===== config.mk =====
export PLATFORM = sky130hd
export DESIGN_NAME = dpll_data_separator
export DESIGN_NICKNAME = d
export VERILOG_FILES = /design/src/rtl/dpll_pkg.sv /design/src/rtl/dpll_divider.sv /design/src/rtl/dpll_ctrl.sv /design/src/rtl/dpll_datapath.sv /design/src/rtl/dpll_data_separator.sv
export SDC_FILE = /design/constraint.sdc
export NUM_CORES = 1
export LEC_CHECK = 0
export BUFFER_PORTS_ARGS = -buffer_cell sky130_fd_sc_hd__clkbuf_2
export CAP_MARGIN = 30
export CORE_MARGIN = 5
export CORE_UTILIZATION = 65
export DETAILED_ROUTE_END_ITERATION = 16
export GPL_TIMING_DRIVEN = 1
export PLACE_DENSITY = 0.82
export SYNTH_ARGS = -nofsm -noshare
export SYNTH_HDL_FRONTEND = slang
export SYNTH_SLANG_ARGS = --single-unit

===== constraint.sdc =====
create_clock -name clk -period 11.6 [get_ports clk]
set_input_delay 2.32 -clock clk [delete_from_list [all_inputs] [get_ports clk]]
set_output_delay 2.32 -clock clk [all_outputs]
set_load 0.02 [all_outputs]

===== src/rtl/dpll_pkg.sv =====
package dpll_pkg;

  // strobes from the sequencer to the datapath
  typedef struct packed {
    logic loadPend;    // capture the spacing of a freshly accepted pulse
    logic startMult;   // divider: spacing -> cell count
    logic commitMult;  // write history slot, update totals
    logic startWin;    // divider: totals -> window length
    logic commitWin;   // take the new window length
  } dpllCtrl_t;

  typedef enum logic [1:0] {ST_IDLE, ST_MULT, ST_PREP, ST_WIN} dpllState_t;

endpackage


===== src/rtl/dpll_divider.sv =====
module dpll_divider #(
  parameter int W = 17
) (
  input  logic         clk,
  input  logic         rst,
  input  logic         start,
  input  logic [W-1:0] dividend,
  input  logic [W-1:0] divisor,
  output logic         busy,
  output logic         done,
  output logic [W-1:0] quotient
);
  localparam int CW = $clog2(W + 1);

  logic [W-1:0]  remR, quoR, divR;
  logic [CW-1:0] cnt;
  logic          busyR, doneR;
  logic [W:0]    shifted, diff;
  logic          fits;

  always_comb begin
    shifted = {remR, quoR[W-1]};
    diff    = shifted - {1'b0, divR};
    fits    = shifted >= {1'b0, divR};
  end

  always_ff @(posedge clk) begin
    if (rst) begin
      remR  <= '0;
      quoR  <= '0;
      divR  <= '0;
      cnt   <= '0;
      busyR <= 1'b0;
      doneR <= 1'b0;
    end else begin
      doneR <= 1'b0;
      if (start) begin
        remR  <= '0;
        quoR  <= dividend;
        divR  <= divisor;
        cnt   <= CW'(W);
        busyR <= 1'b1;
      end else if (busyR) begin
        remR <= fits ? diff[W-1:0] : shifted[W-1:0];
        quoR <= {quoR[W-2:0], fits};
        cnt  <= cnt - 1'b1;
        if (cnt == CW'(1)) begin
          busyR <= 1'b0;
          doneR <= 1'b1;
        end
      end
    end
  end

  assign busy     = busyR;
  assign done     = doneR;
  assign quotient = quoR;

  // a new division never interrupts one in flight
  a_r10_start_when_idle: assert property (@(posedge clk) disable iff (rst)
    start |-> !busyR);

endmodule


===== src/rtl/dpll_ctrl.sv =====
module dpll_ctrl
  import dpll_pkg::*;
(
  input  logic      clk,
  input  logic      rst,
  input  logic      accept,
  input  logic      divDone,
  input  logic      divBusy,
  output dpllCtrl_t strobes
);
  dpllState_t state;
  logic       pendValid;

  always_comb begin
    strobes          = '0;
    strobes.loadPend = accept;
    unique case (state)
      ST_IDLE: strobes.startMult  = pendValid;
      ST_MULT: strobes.commitMult = divDone;
      ST_PREP: strobes.startWin   = 1'b1;
      ST_WIN:  strobes.commitWin  = divDone;
      default: ;
    endcase
  end

  always_ff @(posedge clk) begin
    if (rst) begin
      state     <= ST_IDLE;
      pendValid <= 1'b0;
    end else begin
      pendValid <= accept | (pendValid & ~strobes.startMult);
      unique case (state)
        ST_IDLE: if (pendValid) state <= ST_MULT;
        ST_MULT: if (divDone)   state <= ST_PREP;
        ST_PREP:                state <= ST_WIN;
        ST_WIN:  if (divDone)   state <= ST_IDLE;
        default:                state <= ST_IDLE;
      endcase
    end
  end

  // completions only arrive while a division is owned by the sequence
  a_r10_done_in_div: assert property (@(posedge clk) disable iff (rst)
    divDone |-> (state == ST_MULT || state == ST_WIN));

  // queued updates are only launched on a free divider
  a_r10_launch_free: assert property (@(posedge clk) disable iff (rst)
    (strobes.startMult || strobes.startWin) |-> !divBusy);

endmodule


===== src/rtl/dpll_datapath.sv =====
module dpll_datapath
  import dpll_pkg::*;
#(
  parameter int CPB_W     = 8,
  parameter int SPACE_W   = 12,
  parameter int DEPTH     = 10,
  parameter int NOM_RESET = 8,
  parameter int DW        = 17
) (
  input  logic             clk,
  input  logic             rst,
  input  logic             tick,
  input  logic             pulseIn,
  input  logic             nomLoad,
  input  logic [CPB_W-1:0] nomValue,
  input  dpllCtrl_t        ctrl,
  input  logic [DW-1:0]    divQuot,
  output logic             accept,
  output logic [DW-1:0]    divA,
  output logic [DW-1:0]    divB,
  output logic             bitValid,
  output logic             bitValue
);
  localparam int PTR_W = (DEPTH > 1) ? $clog2(DEPTH) : 1;
  localparam logic [SPACE_W-1:0] SP_MAX = '1;

  logic [DW-1:0]      phase, phaseA, phaseB, winLen;
  logic [SPACE_W-1:0] spacing, spacingA, pendSp, workSp;
  logic [CPB_W-1:0]   nomR;
  logic               filled, closeNow;
  logic [DW-1:0]      histSp [DEPTH];
  logic [DW-1:0]      histDv [DEPTH];
  logic [DW-1:0]      totSp, totDv;
  logic [PTR_W-1:0]   ptr;
  logic signed [DW+1:0] errS, corrS, phaseBs;

  always_comb begin
    phaseA   = phase + DW'(tick);
    spacingA = (tick && spacing != SP_MAX) ? spacing + 1'b1 : spacing;
    accept   = pulseIn & ~filled;
    errS     = $signed({2'b00, phaseA}) - $signed({3'b000, winLen[DW-1:1]});
    corrS    = (errS + (DW+2)'(1)) >>> 1;
    phaseBs  = $signed({2'b00, phaseA}) - corrS;
    phaseB   = accept ? phaseBs[DW-1:0] : phaseA;
    closeNow = tick & (phaseB >= winLen);
    divA     = ctrl.startWin ? totSp : DW'(pendSp) + DW'(nomR >> 1);
    divB     = ctrl.startWin ? totDv : DW'(nomR);
  end

  // bit window tracking
  always_ff @(posedge clk) begin
    if (rst) begin
      phase    <= '0;
      spacing  <= '0;
      filled   <= 1'b0;
      bitValid <= 1'b0;
      bitValue <= 1'b0;
    end else begin
      bitValid <= accept | (closeNow & ~filled);
      bitValue <= accept;
      phase    <= closeNow ? phaseB - winLen : phaseB;
      filled   <= closeNow ? 1'b0 : (filled | accept);
      spacing  <= accept ? '0 : spacingA;
    end
  end

  // spacing history and running totals
  always_ff @(posedge clk) begin
    if (rst) begin
      pendSp <= '0;
      workSp <= '0;
      totSp  <= DW'(DEPTH);
      totDv  <= DW'(DEPTH);
      ptr    <= '0;
      for (int i = 0; i < DEPTH; i++) begin
        histSp[i] <= DW'(1);
        histDv[i] <= DW'(1);
      end
    end else begin
      if (ctrl.loadPend)  pendSp <= spacingA;
      if (ctrl.startMult) workSp <= pendSp;
      if (ctrl.commitMult) begin
        totSp       <= totSp - histSp[ptr] + DW'(workSp);
        totDv       <= totDv - histDv[ptr] + divQuot;
        histSp[ptr] <= DW'(workSp);
        histDv[ptr] <= divQuot;
        ptr         <= (ptr == PTR_W'(DEPTH - 1)) ? '0 : ptr + 1'b1;
      end
    end
  end

  // window length and nominal cell length
  always_ff @(posedge clk) begin
    if (rst) begin
      nomR   <= CPB_W'(NOM_RESET);
      winLen <= DW'(NOM_RESET);
    end else if (nomLoad && nomValue != '0) begin
      nomR   <= nomValue;
      winLen <= DW'(nomValue);
    end else if (ctrl.commitWin && totDv != '0 && divQuot != '0) begin
      winLen <= divQuot;
    end
  end

  // a reported 1 always follows a pulse
  a_r4_one_from_pulse: assert property (@(posedge clk) disable iff (rst)
    (bitValid && bitValue) |-> $past(pulseIn));

  // a reported 0 always follows a tick
  a_r3_zero_from_tick: assert property (@(posedge clk) disable iff (rst)
    (bitValid && !bitValue) |-> $past(tick));

  // a pulse into a filled window yields no 1
  a_r5_filled_ignores: assert property (@(posedge clk) disable iff (rst)
    (pulseIn && filled) |=> !(bitValid && bitValue));

  // cell counts never exceed spacings, so the totals keep that order
  a_r6_totals_order: assert property (@(posedge clk) disable iff (rst)
    totDv <= totSp);

  // the zero guards keep the window open
  a_r6_window_nonzero: assert property (@(posedge clk) disable iff (rst)
    winLen != '0);

  // a nonzero load lands in the window length
  a_r8_nominal_load: assert property (@(posedge clk) disable iff (rst)
    (nomLoad && nomValue != '0) |=> winLen == DW'($past(nomValue)));

endmodule


===== src/rtl/dpll_data_separator.sv =====
module dpll_data_separator
  import dpll_pkg::*;
#(
  parameter int CPB_W     = 8,
  parameter int SPACE_W   = 12,
  parameter int DEPTH     = 10,
  parameter int NOM_RESET = 8
) (
  input  logic             clk,
  input  logic             rst,
  input  logic             tick,
  input  logic             pulseIn,
  input  logic             nomLoad,
  input  logic [CPB_W-1:0] nomValue,
  output logic             bitValid,
  output logic             bitValue
);
  localparam int DW = SPACE_W + $clog2(DEPTH) + 1;

  dpllCtrl_t     strobes;
  logic          accept, divBusy, divDone;
  logic [DW-1:0] divA, divB, divQuot;

  dpll_ctrl u_ctrl (
    .clk     (clk),
    .rst     (rst),
    .accept  (accept),
    .divDone (divDone),
    .divBusy (divBusy),
    .strobes (strobes)
  );

  dpll_datapath #(
    .CPB_W     (CPB_W),
    .SPACE_W   (SPACE_W),
    .DEPTH     (DEPTH),
    .NOM_RESET (NOM_RESET),
    .DW        (DW)
  ) u_data (
    .clk      (clk),
    .rst      (rst),
    .tick     (tick),
    .pulseIn  (pulseIn),
    .nomLoad  (nomLoad),
    .nomValue (nomValue),
    .ctrl     (strobes),
    .divQuot  (divQuot),
    .accept   (accept),
    .divA     (divA),
    .divB     (divB),
    .bitValid (bitValid),
    .bitValue (bitValue)
  );

  dpll_divider #(.W(DW)) u_div (
    .clk      (clk),
    .rst      (rst),
    .start    (strobes.startMult | strobes.startWin),
    .dividend (divA),
    .divisor  (divB),
    .busy     (divBusy),
    .done     (divDone),
    .quotient (divQuot)
  );

endmodule


==> reports/metrics.yaml <==
timing:
  final.setup.tns_ps: 0
  fmax_mhz: 122
  worst_pin_slew_ps: 994
  setup_violations: 0
  drv_slew: 0
  hold_viol_final: 0
  slew_headroom_pct: 33.7
  clock_skew_ps: 30.6
  rsz0062_at_grt: "no"
  period_needed_ps: 8220
  fin_crit_sh_pct: 70.9
setup_path:
  startpoint_type: "primary input"
  crit_end: "u_data.phase[16]"
  crit_slowest_cell: "a2111oi_0"
  startpoint: "tick"
  cpMostUsedCell: "ha_1"
  worstSetupEndpointType: "register"
  cp.required_ps: 12090
  reg2reg_slack_ps: 5010
  worst-path-max-fanout: 29
  reg2reg_from: "u_data.phase[0]"
  arrival_ps: 8710
  r2r-end: "u_data.phase[16]"
  rr_worst_depth: 29
  critical_path_class: "in -> reg"
  max_stage_delay_ps: 490
run_status:
  status: "complete, no violations"
placement:
  io_buffers: 14
  gp_congestion: 0.908
  place_hpwl_mm: 51.8
  dp_cells: 3362
clocking:
  clock_latency_ps: 620
  htree_levels: 3
  clkTransAtPathRegs_ps: 60
  cts_root_buf: "clkbuf_16"
  cts_buffers: 67
  tritoncts: "built"
  cts_hold_buf: 0
  cts_setup_buffers: 0
  cts_max_path_buffers: 3
  cts_sinks: 648
  ctsResizeCount: 0
floorplanning:
  pin_count: 15
  die_h_um: 233
  start_util_pct: 65.9
  num_rows: 81
  core_mm2: 0.0491
  die-area_mm2: 0.0543
  die_w_um: 233
final_layout:
  stdcell_count: 3483
  final_core_util_pct: 72.0
  layout-drive-gt1-share_pct: 12.6
  nets: 2946
  area_delta_synth_final_pct: 9.38
  num_antenna_cells: 0
  multiInputGateArea_mm2: 0.0135
  fillCellCount: 3188
  seqCellArea_mm2: 0.0176
synthesis:
  synth_flop_cell: "edfxtp_1"
  synth_area_leaders: "edfxtp_1, dfxtp_1, mux4_2"
  ys_ff_latch: 648
  synth_nets: 2945
  ys_seq_area_share_pct: 54.5
  synth_area_mm2: 0.0323
  synthArstFlopShare_pct: 0
  synth_edf_count: 464
  syn_area_per_cell_um2: 11.7
  synth.top_cell.area_share_pct: 43.1
  synth_top_cell_by_area: "edfxtp_1"
  synth.distinct_cells: 69
  synth_cells: 2766
  ys.warnings.count: 0
power:
  power.share.clock_pct: 27.1
  power_density_mw_per_mm2: 223
  leakagePower_uw: 0.0129
  power_frac_comb_pct: 38.4
  internal-power_uw: 5090
  power_switching_uw: 2810
  swShare_pct: 35.5
  seqPwrFrac_pct: 34.5
  ir_drop_v: 0.000186
drt:
  ant_nets: 0
  post-route-drc-count: 0
  initialDrtViolationCount: 2803
  vias: 22900
  drt_wl_total_mm: 85.5
  via_per_inst: 6.56
  wl_per_cell_um: 24.5
  drt-pass1-iter-count: 8
global_route:
  antenna_found_initial: 0
  grtUsageMet2_pct: 52.3
  grt-busiest-layer: "met2"
  met1_usage_pct: 42.1
  grt_pass1_vias: 22700
  met3_usage_pct: 6.60
  grt_pass1_wl_mm: 132
  grt.overflow.total: 0
  track_usage_pct: 31.9
  grt_max_degree: 66
worst_hold_path:
  hold_path_class: "reg -> reg"
job:
  cap_violations: 0
==> cells in the final DEF (no fill, tap or decap), types with 8 or more instances in the layout <==
cell type / count
a211oi_1: 25
a21o_1: 26
a21oi_1: 153
a31oi_1: 18
and2_1: 10
and3_1: 23
buf_4: 42
clkbuf_1: 15
clkbuf_16: 69
clkbuf_2: 13
clkinv_1: 8
clkinv_2: 12
dfxtp_1: 181
edfxtp_1: 464
fa_1: 33
ha_1: 133
inv_1: 194
inv_2: 30
mux2i_1: 25
mux4_2: 145
nand2_1: 247
nand2b_1: 10
nand3_1: 46
nand4_1: 12
nor2_1: 397
nor2b_1: 21
nor3_1: 48
nor4_1: 12
o211ai_1: 13
o21a_1: 21
o21ai_0: 36
o21ai_1: 60
o21bai_1: 8
o31ai_1: 11
or3_1: 19
xnor2_1: 61
xor2_1: 43
==> state kept, by name, indices dropped and copies added, names as in the netlist, 2 cells and up, named ones only <==
register,flops
u_ctrl.state,2
u_data.histDv,272
u_data.histSp,192
u_data.nomR,8
u_data.pendSp,12
u_data.phase,17
u_data.ptr,4
u_data.spacing,12
u_data.totDv,17
u_data.totSp,17
u_data.winLen,17
u_data.workSp,12
u_div.cnt,5
u_div.divR,17
u_div.quotient,17
u_div.remR,17
==> cells by family (layout without fill, tap and decap cells) <==
| logic type | after synthesis | after routing | share of synthesized area, % |
|---|---|---|---|
| and+or+nand+nor | 883 | 883 | 11.8 |
| xor gates and xnor gates | 105 | 105 | 2.87 |
| muxes | 177 | 177 | 11.1 |
| AOI/OAI and AO/OA | 439 | 439 | 8.42 |
| adders and majority gates | 166 | 166 | 7.20 |
| buffers and inverters | 348 | 401 | 4.07 |
| DFF | 648 | 648 | 54.5 |
==> per-stage QoR <==
step	setup slack [ps]	hold slack, ps	area [µm²]	total power (µW)
after global placement	2950	438	33100	5620
after CTS	3470	454	35300	7860
after global routing	2860	483	35300	8350
after detailed placement	2930	446	33200	5720
after floorplan	3720	432	32300	5110
final	3380	456	35300	7890
==> synth_stat cells, types with 36 or more instances <==
master    count
xnor2_1      61
a21oi_1     153
o21ai_1      63
mux4_2      145
nor3_1       50
nand2_1     249
inv_1       194
xor2_1       43
clkbuf_1    100
dfxtp_1     184
ha_1        133
o21ai_0      36
nand3_1      46
nor2_1      403
edfxtp_1    464
==> critical path, delay by kind of cell <==
kind,cells,cell delay [ps]
xor+xnor,3,600
mux,1,300
buf+inv,2,480
simple gates,5,520
compound gates,13,2740
fa+ha+maj,6,1750
==> area by class of cell <==
type	count	share of cell area [%]
sequential	648	49.9
timing repair buffer	56	1.15
clock buffer	85	5.08
inverter	224	2.38
clock inverter	36	1.03
multi-input combinational	1770	38.1
tap	664	2.35
==> worst min path at each step <==
stage	startpoint	endpoint	slack (ps)	cells past startpoint
5_1_grt	u_data.totSp[8]	u_data.totSp[8]	480	2
4_1_cts	u_data.totSp[8]	u_data.totSp[8]	450	2
3_5_place_dp	u_data.totSp[8]	u_data.totSp[8]	450	2
2_1_floorplan	u_data.totSp[11]	u_data.totSp[11]	430	2
6_report	u_data.totSp[8]	u_data.totSp[8]	460	2
3_3_place_gp	u_data.totSp[8]	u_data.totSp[8]	440	2
==> per-layer routing <==
| metal | vias to the layer above | part of all wire (%) | wire length, µm |
|---|---|---|---|
| met3 | 309 | 9.9 | 8440 |
| met4 | 0 | 5.2 | 4440 |
| met5 | - | 0 | 0 |
| li1 | 9956 | - | - |
| met2 | 1483 | 48 | 41000 |
| met1 | 11100 | 37 | 31600 |
==> power groups by stage <==
stage	registers [µW]	logic, µW	clock network, µW
final	2720	3030	2140
after global routing	2730	3360	2260
after CTS	2710	3000	2150
after detailed placement	2760	2960	0
after global placement	2750	2870	0
after floorplan	2700	2400	0
(Power assumes the default switching activity.)
